## src/rtl/morph_pkg.sv

```systemverilog
package morph_pkg;

    localparam int ILEN   = 32;
    localparam int RW     = 5;
    localparam int RD_LO  = 7;
    localparam int RS1_LO = 15;
    localparam int RS2_LO = 20;
    localparam int NFLD   = 3;

    typedef logic [RW-1:0] reg_idx_t;

    typedef struct packed {
        logic has_rs2;
        logic has_rs1;
        logic has_rd;
    } fmt_t;

    typedef struct packed {
        logic [ILEN-1:0] word;
        logic [ILEN-1:0] orig;
        logic            hit;
    } stage_t;

    // Register fields present for each major opcode.
    function automatic fmt_t fields_of(input logic [6:0] opc);
        fmt_t f;
        f = '0;
        case (opc)
            7'b0110011, 7'b0111011, 7'b0101111:
                f = '{has_rs2: 1'b1, has_rs1: 1'b1, has_rd: 1'b1};
            7'b0010011, 7'b0011011, 7'b0000011, 7'b1100111:
                f = '{has_rs2: 1'b0, has_rs1: 1'b1, has_rd: 1'b1};
            7'b0100011, 7'b1100011:
                f = '{has_rs2: 1'b1, has_rs1: 1'b1, has_rd: 1'b0};
            7'b0110111, 7'b0010111, 7'b1101111:
                f = '{has_rs2: 1'b0, has_rs1: 1'b0, has_rd: 1'b1};
            default:
                f = '0;
        endcase
        return f;
    endfunction

endpackage

```

## src/rtl/morph_lfsr.sv

```systemverilog
module morph_lfsr #(
    parameter int          WIDTH = 16,
    parameter logic [15:0] TAPS  = 16'hB400,
    parameter logic [15:0] SEED  = 16'hACE1
) (
    input  logic             clk,
    input  logic             rst,
    input  logic             step,
    output logic [WIDTH-1:0] state
);

    logic [WIDTH-1:0] nxt;

    always_comb begin
        nxt = state >> 1;
        if (state[0]) nxt = nxt ^ TAPS[WIDTH-1:0];
    end

    always_ff @(posedge clk) begin
        if (rst)       state <= SEED[WIDTH-1:0];
        else if (step) state <= nxt;
    end

    p_lfsr_live_r8: assert property (@(posedge clk) disable iff (rst)
        state != '0);

endmodule

```

## src/rtl/morph_rd_window.sv

```systemverilog
module morph_rd_window #(
    parameter int DEPTH = 4,
    parameter int RW    = 5,
    localparam int CW   = $clog2(DEPTH + 1),
    localparam int IW   = (DEPTH > 1) ? $clog2(DEPTH) : 1
) (
    input  logic                      clk,
    input  logic                      rst,
    input  logic                      push,
    input  logic [RW-1:0]             push_rd,
    input  logic                      pop,
    output logic [DEPTH-1:0][RW-1:0]  entries,
    output logic [CW-1:0]             count
);

    logic [DEPTH-1:0][RW-1:0] nxt;
    logic [CW-1:0]            ncnt;

    always_comb begin
        nxt  = entries;
        ncnt = count;
        // Drop the head on a retire, or to make room when full.
        if ((pop && count != '0) || (push && count == CW'(DEPTH))) begin
            for (int i = 0; i < DEPTH - 1; i++) nxt[i] = nxt[i+1];
            ncnt = ncnt - 1'b1;
        end
        if (push) begin
            nxt[ncnt[IW-1:0]] = push_rd;
            ncnt = ncnt + 1'b1;
        end
    end

    always_ff @(posedge clk) begin
        if (rst) begin
            count   <= '0;
            entries <= '0;
        end else begin
            count   <= ncnt;
            entries <= nxt;
        end
    end

    p_depth_bound_r7: assert property (@(posedge clk) disable iff (rst)
        count <= CW'(DEPTH));

    p_head_not_x0_r7: assert property (@(posedge clk) disable iff (rst)
        (count != '0) |-> (entries[0] != '0));

    p_empty_retire_r7: assert property (@(posedge clk) disable iff (rst)
        (pop && !push && count == '0) |=> (count == '0));

endmodule

```

## src/rtl/morph_replay_map.sv

```systemverilog
module morph_replay_map #(
    parameter int ENTRIES = 8,
    parameter int KEY_W   = 96,
    parameter int VAL_W   = 32,
    localparam int PW     = (ENTRIES > 1) ? $clog2(ENTRIES) : 1
) (
    input  logic             clk,
    input  logic             rst,
    input  logic             flush,
    input  logic [KEY_W-1:0] lk_key,
    output logic             lk_hit,
    output logic [VAL_W-1:0] lk_val,
    input  logic             ins_en,
    input  logic [VAL_W-1:0] ins_val
);

    logic [ENTRIES-1:0]            vld;
    logic [ENTRIES-1:0]            hit_vec;
    logic [ENTRIES-1:0][KEY_W-1:0] keys;
    logic [ENTRIES-1:0][VAL_W-1:0] vals;
    logic [PW-1:0]                 ptr;

    for (genvar g = 0; g < ENTRIES; g++) begin : g_cmp
        assign hit_vec[g] = vld[g] && (keys[g] == lk_key);
    end

    assign lk_hit = |hit_vec;

    always_comb begin
        lk_val = '0;
        for (int i = 0; i < ENTRIES; i++)
            if (hit_vec[i]) lk_val = lk_val | vals[i];
    end

    always_ff @(posedge clk) begin
        if (rst || flush) begin
            vld <= '0;
            ptr <= '0;
        end else if (ins_en) begin
            vld[ptr] <= 1'b1;
            ptr      <= (ptr == PW'(ENTRIES - 1)) ? '0 : ptr + 1'b1;
        end
    end

    always_ff @(posedge clk) begin
        if (ins_en && !flush && !rst) begin
            keys[ptr] <= lk_key;
            vals[ptr] <= ins_val;
        end
    end

    p_single_match_r4: assert property (@(posedge clk) disable iff (rst)
        $onehot0(hit_vec));

    p_flush_empties_r6: assert property (@(posedge clk) disable iff (rst)
        flush |=> (vld == '0));

endmodule

```

## src/rtl/insn_morpher.sv

```systemverilog
module insn_morpher
    import morph_pkg::*;
#(
    parameter int          XLEN        = 64,
    parameter int          MAP_ENTRIES = 8,
    parameter int          WIN_DEPTH   = 4,
    parameter logic [15:0] LFSR_SEED   = 16'hACE1
) (
    input  logic            clk,
    input  logic            rst,
    input  logic            enable,
    input  logic            flush,
    input  logic            f_valid,
    output logic            f_ready,
    input  logic [ILEN-1:0] f_word,
    input  logic [XLEN-1:0] f_pc,
    input  logic            retire,
    output logic            d_valid,
    input  logic            d_ready,
    output logic [ILEN-1:0] d_word,
    output logic            dbg_morphed,
    output logic            dbg_from_map
);

    localparam int KEY_W = ILEN + XLEN;
    localparam int CW    = $clog2(WIN_DEPTH + 1);
    localparam int IW    = (WIN_DEPTH > 1) ? $clog2(WIN_DEPTH) : 1;
    localparam int LW    = 16;

    stage_t                         st_q;
    logic                           ovq;
    logic                           accept;
    fmt_t                           fmt;
    logic                           map_hit;
    logic [ILEN-1:0]                map_val;
    logic [ILEN-1:0]                mut_word;
    logic [ILEN-1:0]                new_word;
    logic [LW-1:0]                  lfsr;
    logic [WIN_DEPTH-1:0][RW-1:0]   win_regs;
    logic [CW-1:0]                  win_cnt;
    logic                           win_push;

    // Handshake: one optional register stage, pass-through when disabled.
    assign f_ready = enable ? (!ovq || d_ready) : (!ovq && d_ready);
    assign accept  = enable && f_valid && f_ready;
    assign d_valid = ovq || (!enable && f_valid);
    assign d_word  = ovq ? st_q.word : f_word;

    assign dbg_morphed  = d_valid && (d_word != (ovq ? st_q.orig : f_word));
    assign dbg_from_map = ovq && st_q.hit;

    assign fmt = fields_of(f_word[6:0]);

    morph_lfsr #(.WIDTH(LW), .SEED(LFSR_SEED)) u_lfsr (
        .clk   (clk),
        .rst   (rst),
        .step  (accept && !map_hit),
        .state (lfsr)
    );

    morph_replay_map #(.ENTRIES(MAP_ENTRIES), .KEY_W(KEY_W), .VAL_W(ILEN)) u_map (
        .clk     (clk),
        .rst     (rst),
        .flush   (flush),
        .lk_key  ({f_word, f_pc}),
        .lk_hit  (map_hit),
        .lk_val  (map_val),
        .ins_en  (accept && !map_hit),
        .ins_val (mut_word)
    );

    assign win_push = accept && fmt.has_rd && (new_word[RD_LO +: RW] != '0);

    morph_rd_window #(.DEPTH(WIN_DEPTH), .RW(RW)) u_win (
        .clk     (clk),
        .rst     (rst),
        .push    (win_push),
        .push_rd (new_word[RD_LO +: RW]),
        .pop     (retire),
        .entries (win_regs),
        .count   (win_cnt)
    );

    // Per-field register choice: each field sees a rotated view of the LFSR.
    for (genvar g = 0; g < NFLD; g++) begin : g_pick
        logic [2*LW-1:0] dbl;
        logic [LW-1:0]   rot;
        logic [IW-1:0]   idx;
        reg_idx_t        sel;
        always_comb begin
            dbl = {lfsr, lfsr} >> (5 * g);
            rot = dbl[LW-1:0];
            idx = '0;
            if (win_cnt == '0 || !rot[0]) begin
                sel = rot[RW:1];
            end else begin
                idx = IW'(32'(rot[RW+1 +: IW]) % 32'(win_cnt));
                sel = win_regs[idx];
            end
        end
    end

    always_comb begin
        mut_word = f_word;
        if (fmt.has_rd)  mut_word[RD_LO  +: RW] = g_pick[0].sel;
        if (fmt.has_rs1) mut_word[RS1_LO +: RW] = g_pick[1].sel;
        if (fmt.has_rs2) mut_word[RS2_LO +: RW] = g_pick[2].sel;
        new_word = map_hit ? map_val : mut_word;
    end

    always_ff @(posedge clk) begin
        if (rst) begin
            ovq  <= 1'b0;
            st_q <= '0;
        end else if (accept) begin
            ovq  <= 1'b1;
            st_q <= '{word: new_word, orig: f_word, hit: map_hit};
        end else if (d_ready) begin
            ovq  <= 1'b0;
        end
    end

    p_hold_stall_r2: assert property (@(posedge clk) disable iff (rst)
        (ovq && !d_ready) |=> (ovq && $stable(st_q)));

    p_opcode_kept_r3: assert property (@(posedge clk) disable iff (rst)
        ovq |-> (st_q.word[6:0] == st_q.orig[6:0]));

    p_change_flag_r9: assert property (@(posedge clk) disable iff (rst)
        (ovq && st_q.word == st_q.orig) |-> !dbg_morphed);

endmodule

```

## config.mk

```make
export PLATFORM = sky130hd
export DESIGN_NAME = insn_morpher
export DESIGN_NICKNAME = d
export VERILOG_FILES = /design/src/rtl/morph_pkg.sv /design/src/rtl/morph_lfsr.sv /design/src/rtl/morph_rd_window.sv /design/src/rtl/morph_replay_map.sv /design/src/rtl/insn_morpher.sv
export SDC_FILE = /design/constraint.sdc
export NUM_CORES = 2
export LEC_CHECK = 0
export BUFFER_PORTS_ARGS = -buffer_cell sky130_fd_sc_hd__clkbuf_2
export CELL_PAD_IN_SITES_DETAIL_PLACEMENT = 1
export CELL_PAD_IN_SITES_GLOBAL_PLACEMENT = 1
export CORE_ASPECT_RATIO = 0.8
export CORE_MARGIN = 2
export CORE_UTILIZATION = 32
export CTS_CLUSTER_DIAMETER = 30
export DETAILED_ROUTE_END_ITERATION = 7
export HOLD_SLACK_MARGIN = 0.02
export PLACE_DENSITY_LB_ADDON = 0.1
export SLEW_MARGIN = 20
export SYNTH_ARGS = -nofsm -noshare
export SYNTH_HDL_FRONTEND = slang
export SYNTH_SLANG_ARGS = --single-unit
```

## constraint.sdc

```tcl
create_clock -name clk -period 67.4 [get_ports clk]
set_input_delay 6.74 -clock clk [delete_from_list [all_inputs] [get_ports clk]]
set_output_delay 6.74 -clock clk [all_outputs]
set_load 0.03 [all_outputs]
```

# Word level (Yosys, flattened, before mapping)
# Index checks and enable logic that the tools add are counted.
# W data, S select, Z words.
# op_classes
n_addsub,3
div,3
n_lt_le_gt_ge,7
eq_ne,23
n_mux,44
n_bitwise,9
n_reduce_logical,47
# op_table
op,count
$bwmux W768,1
$eq A96 B96 Y1,8
$mux W32,12
$demux W96 S3,1
$bwmux W256,1
$or A32 B32 Y32,7
$demux W32 S3,1
$mod A2 B3 Y32,3
$mux W96,1
$mux W5,10
$eq A7 B6 Y1 const B,5
$ne A32 B32 Y1,1
$bmux W5 S2,3
$mux W15,2
$logic_and A1 B1 Y1,23
$eq A7 B5 Y1 const B,3
$eq A7 B7 Y1 const B,3
$bwmux W20,1
$mux W16,1
$lt A2 B3 Y1 const B,4
$pmux W3 S4,1
$demux W5 S2,1
$mux W3,3
$logic_not A1 Y1,8
other kinds (20),32
# word_totals
ff_bits,1140
inputBits,103
wordCells,164

# Depth between registers and ports, before layout
# logic_depth
depth_word,29
depth_mapped,335
depth_no_buf,274

# By module
# Synthesis repeated with hierarchy kept, for this count alone.
# hier_totals
hier_cells,13333
area_unflattened_um2,120793.4
# by_module_without_submodules
mod,instances,cells_each,area_each_um2,seq_area_each_um2
insn_morpher,1,10221,75304.7,1321.3
morph_replay_map,1,2900,43623.1,30969.7
morph_rd_window,1,143,1137.3,460.4
morph_lfsr,1,69,728.2,320.3

# Worst setup path after synthesis
# OpenSTA, ideal clock, no wires.
# synth_path
path_type,reg-to-reg
from,register u_win.count[0]
to,register u_win.count[2]
arrival_ns,69.101
required_ns,67.321
setup_slack_ns,-1.780
path_stages_with_launch,319
n_path_buf,58
period_less_slack_ns,69.180
path_cell_list,dfxtp_1 > buf_6 > buf_12 > inv_6 > buf_4 > clkbuf_8 > clkbuf_8 > clkbuf_8 > clkbuf_8 > buf_6 > clkbuf_8 > clkbuf_1 > clkbuf_8 > clkbuf_8 > clkbuf_1 > clkbuf_1 > ha_1 > buf_6 > [283 not listed] > nand4_2 > nand4b_2 > o21ai_0 > ha_1 > nand2_1 > nand2_1 > a311oi_1 > o2111ai_1 > nor4_2 > mux2_4 > mux4_2 > nand2_1 > a31oi_1 > o21ai_2 > a311oi_4 > mux2i_1 > o211ai_2 > a211oi_2
# synth_via
elab_chain_len,13
# synth_rtl
element,line,source
"start, declared",morph_rd_window.sv:13,output logic [CW-1:0] count
"start signal, assigned",morph_rd_window.sv:38,count <= ncnt;
$mod A2 B3 Y32,insn_morpher.sv:97,idx = IW'(32'(rot[RW+1 +: IW]) % 32'(win_cnt));
$bmux W5 S2,insn_morpher.sv:98,sel = win_regs[idx];
$mux W5 (implied by the code),insn_morpher.sv:98,
$mux W5 *,insn_morpher.sv:94,if (win_cnt == '0 || !rot[0]) begin
$mux W5 *,insn_morpher.sv:105,if (fmt.has_rd) mut_word[RD_LO +: RW] = g_pick[0].sel;
via mut_word[11],insn_morpher.sv:36,logic [ILEN-1:0] mut_word;
$mux W32 *,insn_morpher.sv:108,new_word = map_hit ? map_val : mut_word;
$reduce_bool A5 Y1 *,insn_morpher.sv:72,assign win_push = accept && fmt.has_rd && (new_word[RD_LO +: RW] != '0);
$logic_and A1 B1 Y1 *,insn_morpher.sv:72,
$logic_and A1 B1 Y1,morph_rd_window.sv:23,if ((pop && count != '0) || (push && count == CW'(DEPTH))) begin
$logic_or A1 B1 Y1,morph_rd_window.sv:23,
$mux W3,morph_rd_window.sv:23,
$add A3 B1 Y3,morph_rd_window.sv:29,ncnt = ncnt + 1'b1;
$mux W3 *,morph_rd_window.sv:27,if (push) begin
# The timed path passes the listed nets; every way through them passes the cells marked *. The select of a mux whose other input is x is not followed.
# A chain may end at the register's enable or synchronous reset.

# Final worst setup path
# layout_path
from,register u_win.count[0]
to,register u_win.count[2]
# layout_via
elab_chain_len,13
# layout_rtl
element,line
$mod A2 B3 Y32,insn_morpher.sv:97
$bmux W5 S2,insn_morpher.sv:98
$mux W5 (implied by the code),insn_morpher.sv:98
$mux W5,insn_morpher.sv:94
$mux W5,insn_morpher.sv:105
$mux W32,insn_morpher.sv:108
$reduce_bool A5 Y1,insn_morpher.sv:72
$logic_and A1 B1 Y1,insn_morpher.sv:72
$logic_and A1 B1 Y1,morph_rd_window.sv:23
$logic_or A1 B1 Y1,morph_rd_window.sv:23
$mux W3,morph_rd_window.sv:23
$add A3 B1 Y3,morph_rd_window.sv:29
$mux W3 *,morph_rd_window.sv:27
# Every way passes the cells marked *; elsewhere a longest branch is shown, timed or not. The select of a mux whose other input is x is not followed.

==> flow_metrics.env <==
export IMPL_ios=139
export IMPL_die_x_um=673
export IMPL_gp_congestion=0.914
export IMPL_vias=113000
export IMPL_dpl_hpwl_um=388000
export IMPL_routedWlPerCell_um=28.1
export IMPL_clock_latency_ns=0.89
export IMPL_start_kind="register"
export IMPL_final_common_cell="nor2_1"
export IMPL_ys_warn_count=0
export IMPL_crit_fanout=31
export IMPL_end_kind="register"
export IMPL_syn_area_per_cell_um2=8.79
export IMPL_post_route_util_pct=36.2
export IMPL_cp_required_ns=68.08
export IMPL_yosysSeqAreaShare_pct=25.3
export IMPL_drc=0
export IMPL_slew_viol_final=0
export IMPL_period_needed_ns=63.56
export IMPL_initial_core_util_pct=32.1
export IMPL_syn_nets=13300
export IMPL_cpMostUsedCell="ha_1"
export IMPL_synth_async_reset_ratio_pct=0
export IMPL_max_freq_mhz=15.7
export IMPL_clockBufferDepth=4
export IMPL_cpMaxStageDelayCell="or4b_2"
export IMPL_criticalPathCategory="reg -> reg"
export IMPL_drt_initial_drc_count=11300
export IMPL_postSynthCellCount=13000
export IMPL_hold_buffers=0
export IMPL_num_rows=196
export IMPL_clockRootBuffer="clkbuf_16"
export IMPL_synth_area_um2=115000
export IMPL_max_slew_margin_pct=12.4
export IMPL_grt_pass1_vias=112000
export IMPL_finalHoldViolCount=0
export IMPL_htreeDepth=4
export IMPL_core_um2=356000
export IMPL_routed_wl_um=512000
export IMPL_area_delta_synth_final_pct=12.5
export IMPL_synth_cell_type_count=235
export IMPL_synth_edf_count=888
export IMPL_dieArea_um2=363000
export IMPL_nNetsFinal=13600
export IMPL_drv_cap=0
export IMPL_worstMarginPinSlew_ns=1.30
export IMPL_layout_common_cells="1,018 x nor2_1, 958 x nand2_1, 888 x edfxtp_1"
export IMPL_drive_gt1_share_pct=20.5
export IMPL_grt_overflow_total=0
export IMPL_numCtsBuffers=211
export IMPL_die_height_um=539
export IMPL_status="completed"
export IMPL_cts_tree="yes"
export IMPL_drt_first_pass_iters=6
export IMPL_hold_ws_ns=0.454
export IMPL_grt_pass1_wl_um=759000
export IMPL_ant_nets=0
export IMPL_cts_sinks=1004
export IMPL_grt_start_max_net_pins=113
export IMPL_gr_usage_all_layers_pct=26.9
export IMPL_slowest_delay_ns=0.63
export IMPL_ys_seq_elements=1004
export IMPL_arrival_ns=64.24
export IMPL_setup_tns_ns=0
export IMPL_path_clk_slew_ns=0.06
export IMPL_antenna_found_initial=32
export IMPL_min_path_type="reg -> reg"
export IMPL_fin_worst_skew_ns=0.132
export IMPL_fin_crit_sh_pct=94.3
export IMPL_synth_ff_type="edfxtp_1"
export IMPL_via_per_inst=6.22
export IMPL_finalSetupViolations=0
export IMPL_port_buffers=138
[cell families after synthesis]
group,count (synthesis),synth area share (%)
compound gates,3925,26.6
xor+xnor,1336,10.7
fa+ha+maj,203,2.23
buf+inv,930,5.12
flops,1004,25.3
mux,314,3.19
simple gates,5326,26.8
[layout make-up]
cell class	instances	area, um^2
well taps	4752	5950
repair buffers	642	4550
fillers	41300	227000
multi-input cells	11100	80800
clock inverters	149	1810
flip-flops and latches	1004	29000
inverters	345	1310
clock buffers	232	5430
diodes	6	15.0
[worst paths after layout]
check                             from                   endpoint  slack [ns]  cells after the start
max reg2reg  u_win.count[0]$_SDFF_PP0_  u_win.count[2]$_SDFF_PP0_        3.84                    271
max          u_win.count[0]$_SDFF_PP0_  u_win.count[2]$_SDFF_PP0_        3.84                    271
min reg2reg  u_map.vld[2]$_SDFFE_PP0P_  u_map.vld[2]$_SDFFE_PP0P_        0.45                      1
min          u_map.vld[2]$_SDFFE_PP0P_  u_map.vld[2]$_SDFFE_PP0P_        0.45                      1
[timing repair]
action | 4_1_cts | 5_1_grt
resized for setup | 47 | 152
endpoints found under the setup margin | 92 | 158
buffers inserted | 20 | 46
gates cloned | 0 | 1
pin swaps | 10 | 25
endpoints found under the hold margin | 0 | 0
[synthesized netlist by cell type, types with 192 or more instances]
library cell / count / area, um^2
inv_1: 325 / 1220
nand2_1: 960 / 3600
o21ai_0: 498 / 2490
nand4_1: 304 / 1900
ha_1: 199 / 2490
clkbuf_1: 192 / 721
xor2_1: 477 / 4180
nor3_1: 488 / 2440
nand3_1: 419 / 2100
xnor2_1: 796 / 6970
a31oi_1: 209 / 1310
nor4_1: 269 / 1680
nor2_1: 1050 / 3940
edfxtp_1: 888 / 26700
a21oi_1: 606 / 3030
[per-stage QoR]
| stage | setup slack [ns] | instances | cell area, um^2 |
|---|---|---|---|
| 5_1_grt | -0.112 | 18200 | 129000 |
| 6_report | 3.84 | 18200 | 129000 |
| 3_5_place_dp | -5.15 | 17800 | 120000 |
| 3_3_place_gp | -5.36 | 17800 | 120000 |
| 2_1_floorplan | 0.00208 | 13000 | 115000 |
| 4_1_cts | 0.115 | 18200 | 128000 |
[critical path, delay by kind of cell, from the launching register on]
family,cells,cell delay [ns]
DFF,1,0.49
AOI/OAI and AO/OA,93,19.57
buffers and inverters,27,3.83
and+or+nand+nor,108,25.63
xor gates and xnor gates,2,0.42
muxes,11,3.62
adders and majority gates,30,9.66
[flip-flops by register name (all words and copies together) (netlist names)]
| register | cells |
|---|---|
| ovq | 1 |
| u_win.entries | 20 |
| u_map.ptr | 3 |
| st_q | 65 |
| u_map.vals | 256 |
| u_lfsr.state | 16 |
| u_map.vld | 8 |
| u_win.count | 3 |
| u_map.keys | 632 |
[metal layers]
metal / wire [um] / GRT usage, % / share of wire, % / up-vias
met5: 39 / 0 / 0.0076 / -
met3: 30000 / 2.92 / 5.9 / 467
met1: 257000 / 41.6 / 50 / 58200
met4: 10000 / 4.95 / 2.0 / 6
li1: - / - / - / 51300
met2: 215000 / 40.0 / 42 / 3362
Power is not shown: default switching activity piles up to over one toggle a cycle in this logic, so the estimate is an artifact.
